==> config.mk <==
export PLATFORM = sky130hd
export DESIGN_NAME = pac_ctrl
export DESIGN_NICKNAME = d
export VERILOG_FILES = /design/src/rtl/pac_pkg.sv /design/src/rtl/pac_line_store.sv /design/src/rtl/pac_match.sv /design/src/rtl/pac_ctrl.sv
export SDC_FILE = /design/constraint.sdc
export NUM_CORES = 2
export LEC_CHECK = 0
export ABC_AREA = 1
export BUFFER_PORTS_ARGS = -buffer_cell sky130_fd_sc_hd__buf_2
export CAP_MARGIN = 20
export CORE_MARGIN = 2
export CORE_UTILIZATION = 30
export DETAILED_ROUTE_END_ITERATION = 10
export SLEW_MARGIN = 20
export SYNTH_ARGS = -nofsm -noshare
export SYNTH_HDL_FRONTEND = slang
export SYNTH_SLANG_ARGS = --single-unit
==> constraint.sdc <==
create_clock -name clk -period 6.8 [get_ports clk]
set_input_delay 1.36 -clock clk [delete_from_list [all_inputs] [get_ports clk]]
set_output_delay 1.36 -clock clk [all_outputs]
set_load 0.1 [all_outputs]
==> src/rtl/pac_pkg.sv <==
package pac_pkg;

    typedef enum logic [1:0] {
        HIT_NONE   = 2'b00,
        HIT_FAST   = 2'b01,
        HIT_PSEUDO = 2'b10,
        HIT_MISS   = 2'b11
    } hit_kind_e;

    typedef enum logic [1:0] {
        ST_IDLE   = 2'b00,
        ST_PROBE2 = 2'b01,
        ST_REFILL = 2'b10
    } ctl_state_e;

    function automatic logic is_idle(ctl_state_e s);
        return s == ST_IDLE;
    endfunction

endpackage

==> src/rtl/pac_line_store.sv <==
module pac_line_store #(
    parameter int IDX_W   = 4,
    parameter int ENTRY_W = 46
) (
    input  logic               clk,
    input  logic               rst,
    input  logic [IDX_W-1:0]   rd_idx_a,
    input  logic [IDX_W-1:0]   rd_idx_b,
    output logic [ENTRY_W-1:0] rd_ent_a,
    output logic [ENTRY_W-1:0] rd_ent_b,
    input  logic               wr_en_a,
    input  logic [IDX_W-1:0]   wr_idx_a,
    input  logic [ENTRY_W-1:0] wr_ent_a,
    input  logic               wr_en_b,
    input  logic [IDX_W-1:0]   wr_idx_b,
    input  logic [ENTRY_W-1:0] wr_ent_b
);
    localparam int SETS = 1 << IDX_W;

    logic [ENTRY_W-1:0] lines [SETS];

    always_ff @(posedge clk) begin
        for (int s = 0; s < SETS; s++) begin
            if (rst) begin
                lines[s] <= '0;
            end else if (wr_en_a && wr_idx_a == IDX_W'(s)) begin
                lines[s] <= wr_ent_a;
            end else if (wr_en_b && wr_idx_b == IDX_W'(s)) begin
                lines[s] <= wr_ent_b;
            end
        end
    end

    assign rd_ent_a = lines[rd_idx_a];
    assign rd_ent_b = lines[rd_idx_b];

endmodule

==> src/rtl/pac_match.sv <==
module pac_match #(
    parameter int IDENT_W = 13
) (
    input  logic               line_valid,
    input  logic [IDENT_W-1:0] line_ident,
    input  logic [IDENT_W-1:0] probe_ident,
    output logic               hit
);
    assign hit = line_valid && (line_ident == probe_ident);
endmodule

==> src/rtl/pac_ctrl.sv <==
module pac_ctrl #(
    parameter int ADDR_W = 16,
    parameter int DATA_W = 32,
    parameter int IDX_W  = 4
) (
    input  logic              clk,
    input  logic              rst,
    input  logic              req_valid,
    output logic              req_ready,
    input  logic              req_write,
    input  logic [ADDR_W-1:0] req_addr,
    input  logic [DATA_W-1:0] req_wdata,
    output logic              rsp_valid,
    output logic [1:0]        rsp_kind,
    output logic [DATA_W-1:0] rsp_rdata,
    output logic              mem_req_valid,
    output logic [ADDR_W-1:0] mem_req_addr,
    input  logic              mem_rsp_valid,
    input  logic [DATA_W-1:0] mem_rsp_data,
    output logic              mem_wr_valid,
    output logic [ADDR_W-1:0] mem_wr_addr,
    output logic [DATA_W-1:0] mem_wr_data
);
    import pac_pkg::*;

    localparam int IDENT_W = ADDR_W - IDX_W + 1;
    localparam int ENTRY_W = 1 + IDENT_W + DATA_W;

    typedef struct packed {
        logic               valid;
        logic [IDENT_W-1:0] ident;
        logic [DATA_W-1:0]  data;
    } line_t;

    ctl_state_e        state;
    logic [ADDR_W-1:0] lat_addr;
    logic [ADDR_W-1:0] cur_addr;
    logic [IDX_W-1:0]  prim_idx;
    logic [IDX_W-1:0]  part_idx;
    logic [IDENT_W-1:0] cur_ident;
    line_t             rd_prim;
    line_t             rd_part;
    logic              hit_prim;
    logic              hit_part;
    logic              accept;

    logic              wr_en_a, wr_en_b;
    logic [IDX_W-1:0]  wr_idx_a, wr_idx_b;
    line_t             wr_ent_a, wr_ent_b;

    hit_kind_e         kind_q;

    assign req_ready = is_idle(state);
    assign accept    = req_valid && req_ready;
    assign cur_addr  = is_idle(state) ? req_addr : lat_addr;
    assign prim_idx  = cur_addr[IDX_W-1:0];
    assign part_idx  = {~cur_addr[IDX_W-1], cur_addr[IDX_W-2:0]};
    assign cur_ident = cur_addr[ADDR_W-1:IDX_W-1];

    pac_line_store #(.IDX_W(IDX_W), .ENTRY_W(ENTRY_W)) u_store (
        .clk      (clk),
        .rst      (rst),
        .rd_idx_a (prim_idx),
        .rd_idx_b (part_idx),
        .rd_ent_a (rd_prim),
        .rd_ent_b (rd_part),
        .wr_en_a  (wr_en_a),
        .wr_idx_a (wr_idx_a),
        .wr_ent_a (wr_ent_a),
        .wr_en_b  (wr_en_b),
        .wr_idx_b (wr_idx_b),
        .wr_ent_b (wr_ent_b)
    );

    pac_match #(.IDENT_W(IDENT_W)) u_match_prim (
        .line_valid  (rd_prim.valid),
        .line_ident  (rd_prim.ident),
        .probe_ident (cur_ident),
        .hit         (hit_prim)
    );

    pac_match #(.IDENT_W(IDENT_W)) u_match_part (
        .line_valid  (rd_part.valid),
        .line_ident  (rd_part.ident),
        .probe_ident (cur_ident),
        .hit         (hit_part)
    );

    // Line store update selection
    always_comb begin
        wr_en_a  = 1'b0;
        wr_idx_a = prim_idx;
        wr_ent_a = rd_part;
        wr_en_b  = 1'b0;
        wr_idx_b = part_idx;
        wr_ent_b = rd_prim;
        unique case (state)
            ST_IDLE: begin
                if (accept && req_write) begin
                    if (hit_prim) begin
                        wr_en_a       = 1'b1;
                        wr_idx_a      = prim_idx;
                        wr_ent_a      = rd_prim;
                        wr_ent_a.data = req_wdata;
                    end else if (hit_part) begin
                        wr_en_a       = 1'b1;
                        wr_idx_a      = part_idx;
                        wr_ent_a      = rd_part;
                        wr_ent_a.data = req_wdata;
                    end
                end
            end
            ST_PROBE2: begin
                if (hit_part) begin
                    wr_en_a = 1'b1;
                    wr_en_b = 1'b1;
                end
            end
            ST_REFILL: begin
                if (mem_rsp_valid) begin
                    wr_en_a        = 1'b1;
                    wr_ent_a.valid = 1'b1;
                    wr_ent_a.ident = cur_ident;
                    wr_ent_a.data  = mem_rsp_data;
                    wr_en_b        = rd_prim.valid;
                end
            end
            default: ;
        endcase
    end

    // Sequencing and outputs
    always_ff @(posedge clk) begin
        if (rst) begin
            state         <= ST_IDLE;
            lat_addr      <= '0;
            rsp_valid     <= 1'b0;
            kind_q        <= HIT_NONE;
            rsp_rdata     <= '0;
            mem_req_valid <= 1'b0;
            mem_req_addr  <= '0;
            mem_wr_valid  <= 1'b0;
            mem_wr_addr   <= '0;
            mem_wr_data   <= '0;
        end else begin
            rsp_valid    <= 1'b0;
            kind_q       <= HIT_NONE;
            mem_wr_valid <= 1'b0;
            unique case (state)
                ST_IDLE: begin
                    if (accept) begin
                        lat_addr <= req_addr;
                        if (req_write) begin
                            mem_wr_valid <= 1'b1;
                            mem_wr_addr  <= req_addr;
                            mem_wr_data  <= req_wdata;
                        end else if (hit_prim) begin
                            rsp_valid <= 1'b1;
                            kind_q    <= HIT_FAST;
                            rsp_rdata <= rd_prim.data;
                        end else begin
                            state <= ST_PROBE2;
                        end
                    end
                end
                ST_PROBE2: begin
                    if (hit_part) begin
                        rsp_valid <= 1'b1;
                        kind_q    <= HIT_PSEUDO;
                        rsp_rdata <= rd_part.data;
                        state     <= ST_IDLE;
                    end else begin
                        mem_req_valid <= 1'b1;
                        mem_req_addr  <= lat_addr;
                        state         <= ST_REFILL;
                    end
                end
                ST_REFILL: begin
                    if (mem_rsp_valid) begin
                        mem_req_valid <= 1'b0;
                        rsp_valid     <= 1'b1;
                        kind_q        <= HIT_MISS;
                        rsp_rdata     <= mem_rsp_data;
                        state         <= ST_IDLE;
                    end
                end
                default: state <= ST_IDLE;
            endcase
        end
    end

    assign rsp_kind = kind_q;

endmodule

==> impl_metrics.env <==
export IMPL_outcome="complete, no violations"
export IMPL_drt_pass1_iterations=6
export IMPL_critPathRequiredTime_ns=7.35
export IMPL_drc=0
export IMPL_syn_mean_instance_area_um2=8.03
export IMPL_die_w_um=400
export IMPL_synth_seq_cells=855
export IMPL_dpl_cell_area_mm2=0.0514
export IMPL_grt_pass1_wl_mm=292
export IMPL_clock_sinks=855
export IMPL_start_kind="flip-flop"
export IMPL_rr_worst_depth=28
export IMPL_grt_remaining_overflow=0
export IMPL_crit_top_cell="nand2_1"
export IMPL_hp_class="reg -> reg"
export IMPL_drv_cap=0
export IMPL_cp_max_fo=37
export IMPL_cts_tree="built"
export IMPL_cpLargestDelayFamily="simple AND/OR/NAND/NOR gates"
export IMPL_antenna_found_initial=3
export IMPL_cp_depth=28
export IMPL_synth_warnings=0
export IMPL_synthCells=5862
export IMPL_grt_pass1_vias=42640
export IMPL_fin_nets=5987
export IMPL_ys_seq_area_share_pct=52.0
export IMPL_yosysUniqueCellTypes=36
export IMPL_ios=187
export IMPL_root_buffer="clkbuf_16"
export IMPL_ir_worst_vdd_mv=0.350
export IMPL_synth_simple_area_share_pct=28.7
export IMPL_clkLatencyLatePin_ns=0.73
export IMPL_fmax_mhz=175
export IMPL_stdcell_area_mm2=0.0544
export IMPL_ys_async_sr_fraction_pct=0
export IMPL_drtIter0Drc=7124
export IMPL_dp_hpwl_mm=124
export IMPL_slowest_stage="buf_4"
export IMPL_slowest_delay_ns=0.79
export IMPL_dp_worst_setup_slack_ns=0.904
export IMPL_wl_mm=204
export IMPL_start_util_pct=30.2
export IMPL_cts_buffers=90
export IMPL_cts_clk_slew_worst_paths_ns=0.07
export IMPL_synthAdderAreaFrac_pct=0.133
export IMPL_synth_fp_nets=5952
export IMPL_end_kind="flip-flop"
export IMPL_timing_final_hold_violations=0
export IMPL_ys_flop_type="edfxtp_1"
export IMPL_layout_min_cycle_time_ns=5.73
export IMPL_coreArea_mm2=0.156
export IMPL_htreeDepth=3
export IMPL_slew_headroom_pct=17.4
export IMPL_wl_per_cell_um=25.4
export IMPL_viasPerCell=5.71
export IMPL_crit_type="reg -> reg"
export IMPL_setup_violations=0
export IMPL_post_cts_buffers=0
export IMPL_synth_compound_area_share_pct=11.3
export IMPL_grt_max_degree=97
export IMPL_synth_mux_area_share_pct=0
export IMPL_tightest_slew_ns=1.23
export IMPL_die_y_um=400
export IMPL_layout_commonest_cell="nand2_1"
export IMPL_critical_path_buf_inv_count=6
export IMPL_vias=45838
export IMPL_drive_gt1_share_pct=10.9
export IMPL_synth_edf_count=736
export IMPL_syn_to_final_growth_pct=15.6
export IMPL_final_max_slew_viol_count=0
export IMPL_clockBufferDepth=3
export IMPL_syn_area_mm2=0.0470
export IMPL_grt_total_usage_pct=24.7
export IMPL_p_per_area_mw_per_mm2=428
export IMPL_cts_hold_buf=0
export IMPL_fin_crit_sh_pct=84.2
export IMPL_rsz0062_at_grt="no"
export IMPL_final_cell_mix="nand2_1 (2045), nand3_1 (837), edfxtp_1 (736)"
export IMPL_portBuffers=186
export IMPL_setup_slack_ns=1.07
export IMPL_synth_top_family_by_area="simple AND/OR/NAND/NOR gates"
export IMPL_clock_skew_ns=0.0499
export IMPL_worstPathArrival_ns=6.28
export IMPL_synth_xor_area_share_pct=0
export IMPL_row_count=145
export IMPL_place_congestion=0.963
export IMPL_die_area_mm2=0.160
export IMPL_holdPathStages=2
export IMPL_cellLeakagePower_uw=0.0231
export IMPL_cts_resized=0
export IMPL_antenna_left=0
export IMPL_fin_tns_setup_ns=0
export IMPL_fin_util_pct=34.8
## sequential cells by signal, indices dropped and copies added, names as in the netlist, 2 cells and up
name,flops
u_store.lines,736
mem_wr_data,32
rsp_rdata,32
lat_addr,16
mem_req_addr,16
mem_wr_addr,16
rsp_kind,2
state,2
## stage by stage
| stage | std cells | hold WS, ns | total power, µW |
|---|---|---|---|
| 3_3_place_gp | 7861 | 0.451 | 17800 |
| 6_report | 8033 | 0.463 | 23300 |
| 5_1_grt | 8031 | 0.480 | 24100 |
| 3_5_place_dp | 7862 | 0.456 | 17900 |
| 4_1_cts | 8030 | 0.466 | 22900 |
| 2_1_floorplan | 5862 | 0.440 | 13500 |
## cells in the mapped netlist (2+ instances only)
master | count | area, µm²
nand3_1 | 841 | 4210
buf_6 | 8 | 90.1
nand4_1 | 3 | 18.8
buf_1 | 38 | 143
o211ai_1 | 65 | 488
nand2_1 | 2050 | 7690
o21bai_1 | 3 | 22.5
nor2_2 | 15 | 93.8
buf_4 | 23 | 173
edfxtp_1 | 736 | 22100
o21ai_2 | 2 | 17.5
nand3b_1 | 21 | 158
nand2_4 | 2 | 22.5
a211oi_1 | 13 | 97.6
inv_1 | 367 | 1380
ha_1 | 5 | 62.6
buf_2 | 193 | 966
dfxtp_1 | 119 | 2380
inv_2 | 17 | 63.8
clkbuf_1 | 223 | 837
clkinv_1 | 8 | 30.0
nor2_1 | 311 | 1170
a21oi_1 | 43 | 215
o21ai_0 | 392 | 1960
o21ai_1 | 22 | 110
nand2_2 | 7 | 43.8
a22oi_1 | 288 | 2160
o22ai_1 | 36 | 225
nor2_4 | 4 | 45.0
## power breakdown
part	internal (µW)	total, µW	switching, µW
combinational	2550	12100	9510
sequential	6000	6130	131
clock	2790	5080	2290
total	11300	23300	11900
## cell families (layout without fill, tap and decap cells)
kind of cell,count (synthesis),in the layout
AO/OA/AOI/OAI,866,866
adder cells (fa/ha/maj),5,5
buffers and inverters,878,989
flip-flops,855,855
other,0,2
AND/OR/NAND/NOR,3258,3258
## layout make-up
| cell class | count | area (µm²) |
|---|---|---|
| Fill cell | 16063 | 102000 |
| Sequential cell | 855 | 24500 |
| Multi-Input combinational cell | 4129 | 19200 |
| Timing Repair Buffer | 429 | 3640 |
| Tap cell | 2058 | 2570 |
| Clock buffer | 123 | 2540 |
| Inverter | 392 | 1480 |
| Clock inverter | 45 | 403 |
| Antenna cell | 2 | 5.00 |
## worst reg2reg max path, delay by kind of cell, from the launching register on
kind | cells | cell delay [ns]
and+or+nand+nor | 21 | 3.27
buffers and inverters | 6 | 1.66
DFF | 1 | 0.44
adders and majority gates | 1 | 0.19
## path summary, 6_finish.rpt
| check | slack, ns | end | startpoint |
|---|---|---|---|
| min reg2reg | 0.46 | mem_req_addr[15] | mem_req_addr[15] |
| min | 0.46 | mem_req_addr[15] | mem_req_addr[15] |
| max reg2reg | 1.07 | u_store.lines[13][44] | state[1] |
| max | 1.07 | u_store.lines[13][44] | state[1] |
## layer usage
metal	global-route usage [%]	vias to the layer above	part of all wire (%)
li1	-	19866	-
met1	32.5	21806	37
met2	37.6	3475	44
met3	5.37	687	13
met4	13.7	4	6.4
met5	0	-	0.013
(Power assumes the default switching activity.)
